==> src/rtl/dflow_pkg.sv <==
package dflow_pkg;
  typedef enum logic [1:0] {
    OP_ADD    = 2'b00,
    OP_SUB    = 2'b01,
    OP_NZ     = 2'b10,
    OP_NZ_ALT = 2'b11
  } op_e;
endpackage

==> src/rtl/dflow_slot.sv <==
// One-token arc register.
module dflow_slot #(
  parameter int W = 16
) (
  input  logic         clk_i,
  input  logic         rst_ni,
  input  logic         fill_i,
  input  logic [W-1:0] fill_data_i,
  input  logic         drain_i,
  output logic         full_o,
  output logic [W-1:0] data_o
);
  logic         full_q;
  logic [W-1:0] data_q;

  always_ff @(posedge clk_i or negedge rst_ni) begin
    if (!rst_ni) begin
      full_q <= 1'b0;
    end else if (fill_i) begin
      full_q <= 1'b1;
    end else if (drain_i) begin
      full_q <= 1'b0;
    end
  end

  always_ff @(posedge clk_i or negedge rst_ni) begin
    if (!rst_ni) begin
      data_q <= '0;
    end else if (fill_i) begin
      data_q <= fill_data_i;
    end
  end

  assign full_o = full_q;
  assign data_o = data_q;
endmodule

==> src/rtl/dflow_fire_ctl.sv <==
// Static firing rule: all inputs present, output free (or freed this edge).
module dflow_fire_ctl #(
  parameter int N_IN = 2
) (
  input  logic [N_IN-1:0] in_full_i,
  input  logic            out_full_i,
  input  logic            out_drain_i,
  output logic            enabled_o,
  output logic            fire_o
);
  logic out_free;

  assign enabled_o = &in_full_i;
  assign out_free  = ~out_full_i | out_drain_i;
  assign fire_o    = enabled_o & out_free;
endmodule

==> src/rtl/dflow_alu.sv <==
module dflow_alu
  import dflow_pkg::*;
#(
  parameter int W = 16
) (
  input  op_e          op_i,
  input  logic [W-1:0] lhs_i,
  input  logic [W-1:0] rhs_i,
  output logic [W-1:0] res_o
);
  always_comb begin
    case (op_i)
      OP_ADD:  res_o = lhs_i + rhs_i;
      OP_SUB:  res_o = lhs_i - rhs_i;
      default: res_o = {{(W-1){1'b0}}, |lhs_i};
    endcase
  end
endmodule

==> src/rtl/dflow_node.sv <==
module dflow_node
  import dflow_pkg::*;
#(
  parameter int W = 16
) (
  input  logic         clk_i,
  input  logic         rst_ni,
  input  logic [1:0]   op_i,
  input  logic         a_valid_i,
  input  logic [W-1:0] a_data_i,
  output logic         a_ready_o,
  input  logic         b_valid_i,
  input  logic [W-1:0] b_data_i,
  output logic         b_ready_o,
  output logic         y_valid_o,
  output logic [W-1:0] y_data_o,
  input  logic         y_ready_i
);
  localparam int N_IN = 2;

  logic [N_IN-1:0]        in_valid;
  logic [N_IN-1:0][W-1:0] in_wdata;
  logic [N_IN-1:0]        in_full;
  logic [N_IN-1:0][W-1:0] in_data;
  logic [N_IN-1:0]        in_accept;

  logic         fire;
  logic         enabled;
  logic         out_full;
  logic         out_drain;
  logic [W-1:0] out_data;
  logic [W-1:0] alu_res;
  op_e          op;

  assign in_valid = {b_valid_i, a_valid_i};
  assign in_wdata = {b_data_i, a_data_i};

  for (genvar g = 0; g < N_IN; g++) begin : g_in
    // ready only when empty: no same-edge refill of an input arc
    assign in_accept[g] = in_valid[g] & ~in_full[g];

    dflow_slot #(.W(W)) u_slot (
      .clk_i       (clk_i),
      .rst_ni      (rst_ni),
      .fill_i      (in_accept[g]),
      .fill_data_i (in_wdata[g]),
      .drain_i     (fire),
      .full_o      (in_full[g]),
      .data_o      (in_data[g])
    );
  end

  assign out_drain = out_full & y_ready_i;

  dflow_fire_ctl #(.N_IN(N_IN)) u_fire (
    .in_full_i   (in_full),
    .out_full_i  (out_full),
    .out_drain_i (out_drain),
    .enabled_o   (enabled),
    .fire_o      (fire)
  );

  assign op = op_e'(op_i);

  dflow_alu #(.W(W)) u_alu (
    .op_i  (op),
    .lhs_i (in_data[0]),
    .rhs_i (in_data[1]),
    .res_o (alu_res)
  );

  dflow_slot #(.W(W)) u_out (
    .clk_i       (clk_i),
    .rst_ni      (rst_ni),
    .fill_i      (fire),
    .fill_data_i (alu_res),
    .drain_i     (out_drain),
    .full_o      (out_full),
    .data_o      (out_data)
  );

  assign a_ready_o = ~in_full[0];
  assign b_ready_o = ~in_full[1];
  assign y_valid_o = out_full;
  assign y_data_o  = out_data;
endmodule

==> config.mk <==
export PLATFORM = sky130hd
export DESIGN_NAME = dflow_node
export DESIGN_NICKNAME = d
export VERILOG_FILES = /design/src/rtl/dflow_pkg.sv /design/src/rtl/dflow_slot.sv /design/src/rtl/dflow_fire_ctl.sv /design/src/rtl/dflow_alu.sv /design/src/rtl/dflow_node.sv
export SDC_FILE = /design/constraint.sdc
export NUM_CORES = 1
export LEC_CHECK = 0
export ABC_AREA = 1
export BUFFER_PORTS_ARGS = -buffer_cell sky130_fd_sc_hd__buf_2
export CAP_MARGIN = 20
export CORE_UTILIZATION = 61
export CTS_BUF_LIST = sky130_fd_sc_hd__clkbuf_8
export DETAILED_ROUTE_END_ITERATION = 12
export GPL_TIMING_DRIVEN = 0
export PLACE_DENSITY = 0.91
export RECOVER_POWER = 100
export SLEW_MARGIN = 10
export SYNTH_ARGS = -nofsm -noshare
export SYNTH_HDL_FRONTEND = slang
export SYNTH_HIERARCHICAL = 1
export SYNTH_SLANG_ARGS = --single-unit
==> constraint.sdc <==
create_clock -name clk_i -period 3.8 [get_ports clk_i]
set_input_delay 0.38 -clock clk_i [delete_from_list [all_inputs] [get_ports clk_i]]
set_output_delay 0.38 -clock clk_i [all_outputs]
set_load 0.05 [all_outputs]
==> run summary <==
The arrival time of the worst setup path was 3.08 ns; the number of port buffers was 57. Across the VDD grid, the largest voltage drop is 0.559 mV. Using the TritonRoute via totals, the vias-per-cell ratio works out to 5.08. The final count of hold timing violations is 0. The final setup skew was 0.0134 ns. From synthesis to final layout, the design area changed by 12.9%.

The time the final worst path needs with I/O delays and setup works out to 2.89 ns. Effective utilization at floorplan: 0.650. The tools report the site row count as 26. The run gives 3,109 as the via count.

The number of setup buffers added after CTS is 0. The clock-pin transition on the worst setup and hold timing paths was 0.10 ns. Of all nets on the critical path, the largest fanout is 5.

The tool flagged a number of max-cap violations equal to 0. For the number of fill cells in the layout, the log shows 452. Counting tap cells, the placed design contains a total of 602 instances. For the count of antenna-violating nets left after detailed routing, the log shows 0. The total DRC errors in the routed layout came out at 0. Setup repair after global routing left no endpoint under its margin. Measured along the y axis, the die boundary spans 76.7 um. At the end of routability-driven placement, the weighted congestion stood at 0.897. The area enclosed by the die boundary was 5880 um^2. The number of nets at the end of the flow was 597; the initial antenna violation count was 0.

In this run the count of I/O pins placed on the die edge is 58. Once the clock tree was built, the resizer swapped 0 gates to a different size. The synthesized netlist cell count came out at 475. The wire length after detailed routing was 7710 um; the slew at the pin closest to its max-slew limit was 0.945 ns. The first global-routing pass estimated 13,100 um of wire. Half-perimeter wire length after detailed placement: 6050 um. The final clock period utilization by the worst path is 0.761, and the insertion delay to the later sink of the worst-skew pair is 0.31 ns. The total area inside the core boundary comes to 5240 um^2.

The number of optimization iterations in the first detailed-route pass was 4. In this run, CTS created clock tree buffers numbering 5. At the worst endpoint, the required time is 3.99 ns.

The total number of yosys warnings is 6. STA classifies the critical path startpoint as a register. The number of pins with negative max-slew slack in the final report was 0.

The tightest min-delay check is of the input port to register type. Cell area power density: 1060 nW/um^2. The summed instance area of the synthesized netlist is 3400 um^2, and the post-synthesis net count is 531. Across the whole layout, storage elements account for 1280 um^2. TritonCTS built the clock tree.

A synthesized cell averages 7.16 um^2. Setup violations remaining at the end of the flow were counted as 0. The finished layout holds 612 standard cells, fillers aside. The hold buffer count at cts was 0; the number of design-rule violations left by the first detailed-router iteration was 216.

The run gives 2 as the maximum root-to-sink buffer count. Clock tree root driver cell: sky130_fd_sc_hd__clkbuf_8. The number of antenna diodes in the final layout is 0. The die is 76.7 um wide. The type of the worst setup path is register to register. Sort of element at the end of the critical path: a register. The flow ran to the end, and the final reports show no timing, DRC or antenna violations. Proportion of layout cells with a drive suffix above 1: 0.148.

Dividing the detail-routed wire length by the instance count gives 12.6 um. Total global routing overflow: 0. The tools report the depth of the CTS H-tree as 2.

For the overall fraction of global-route tracks in use, the log shows 0.282. The worst max-slew margin expressed relative to the limit is 0.370, and the highest clock rate is 346 MHz. Entering global routing, the biggest net connects 52 pins.

The run gives 2,953 as the number of global-route vias before repair. Summed over all cells, the static leakage comes to 2.18 nW. The clock net in this run drives a total of 51 sinks.

The multi-input logic area was 1750 um^2; the total negative slack for setup checks was 0 ns.
## critical path: stages, from the launching register on
cell and delay, ns:
sky130_fd_sc_hd__dfrtp_1 0.41, sky130_fd_sc_hd__inv_1 0.11, sky130_fd_sc_hd__ha_1 0.19, sky130_fd_sc_hd__nand2_1 0.08, sky130_fd_sc_hd__nor3_1 0.26, sky130_fd_sc_hd__nor2_2 0.10
sky130_fd_sc_hd__xor2_1 0.26, sky130_fd_sc_hd__ha_1 0.35, sky130_fd_sc_hd__nand2_1 0.19, sky130_fd_sc_hd__inv_1 0.06, sky130_fd_sc_hd__a21oi_1 0.14, sky130_fd_sc_hd__nand2_1 0.17
sky130_fd_sc_hd__nand2_1 0.12, sky130_fd_sc_hd__nand2_2 0.06, sky130_fd_sc_hd__nor2_1 0.12, sky130_fd_sc_hd__nor2_2 0.05, sky130_fd_sc_hd__nand2_1 0.06, sky130_fd_sc_hd__nand2_1 0.05
## flip-flops by register name, indices dropped and copies added (netlist names)
signal	flops
u_out/full_o	1
g_in.u_slot/full_o	2
u_out/data_o	16
g_in.u_slot/data_o	32
## cell type report
cell class                      count  area share
Buffer                             11      0.0270
Clock buffer                        5      0.0179
Clock inverter                      3      0.0166
Inverter                           52      0.0534
Multi-Input combinational cell    361       0.455
Sequential cell                    51       0.332
Tap cell                           70      0.0228
Timing Repair Buffer               59      0.0755
## where the power goes
group | internal (mW) | switching (mW)
registers | 0.789 | 0.246
clock network | 0.260 | 0.175
logic | 0.852 | 1.74
## metal layers
layer / GRT usage / vias to the layer above / wire [um]
met5: 0 / - / 0
met4: 0.115 / 0 / 190
met3: 0.0488 / 17 / 438
met2: 0.472 / 90 / 3700
met1: 0.359 / 1408 / 3380
li1: - / 1594 / -
## final timing paths
kind	from	end	slack, ns	cells past startpoint
setup / recovery	g_in[1].u_slot/data_o[0]$_DFFE_PN0P_	u_out/data_o[15]$_DFFE_PN0P_	0.91	17
hold / removal	a_data_i[8]	g_in[0].u_slot/data_o[8]$_DFFE_PN0P_	0.27	3
setup reg to reg	g_in[1].u_slot/data_o[0]$_DFFE_PN0P_	u_out/data_o[15]$_DFFE_PN0P_	0.91	17
hold reg to reg	u_out/data_o[9]$_DFFE_PN0P_	u_out/data_o[9]$_DFFE_PN0P_	0.47	2
max in group asynchronous	rst_ni	g_in[1].u_slot/data_o[12]$_DFFE_PN0P_	2.37	3
min in group asynchronous	rst_ni	u_out/data_o[7]$_DFFE_PN0P_	0.72	2
## per-stage QoR
stage               utilization  setup slack, ns  hold slack, ns  power [mW]  instance area (um^2)
floorplan                     -             1.50          0.0844        3.07                  3400
finish                    0.734            0.909           0.267        4.06                  3840
detailed placement        0.721             1.08           0.453        3.67                  3780
CTS                       0.746             1.09           0.266        4.13                  3910
global route              0.734            0.725           0.269        4.46                  3840
global placement          0.721             1.12           0.449        3.61                  3780
## cells in the final DEF, fill, tap and decap left out, types with 10 or more instances in the layout
cell and instances:
sky130_fd_sc_hd__nand2_1 214, sky130_fd_sc_hd__a21oi_1 22, sky130_fd_sc_hd__nor2_1 30, sky130_fd_sc_hd__o21ai_0 12, sky130_fd_sc_hd__xnor2_1 10, sky130_fd_sc_hd__nand3_1 12
sky130_fd_sc_hd__inv_1 48, sky130_fd_sc_hd__ha_1 16, sky130_fd_sc_hd__buf_2 37, sky130_fd_sc_hd__clkbuf_1 24, sky130_fd_sc_hd__dfrtp_1 51, sky130_fd_sc_hd__nand2_2 13
Note: power is estimated with default switching activity, not from simulation.
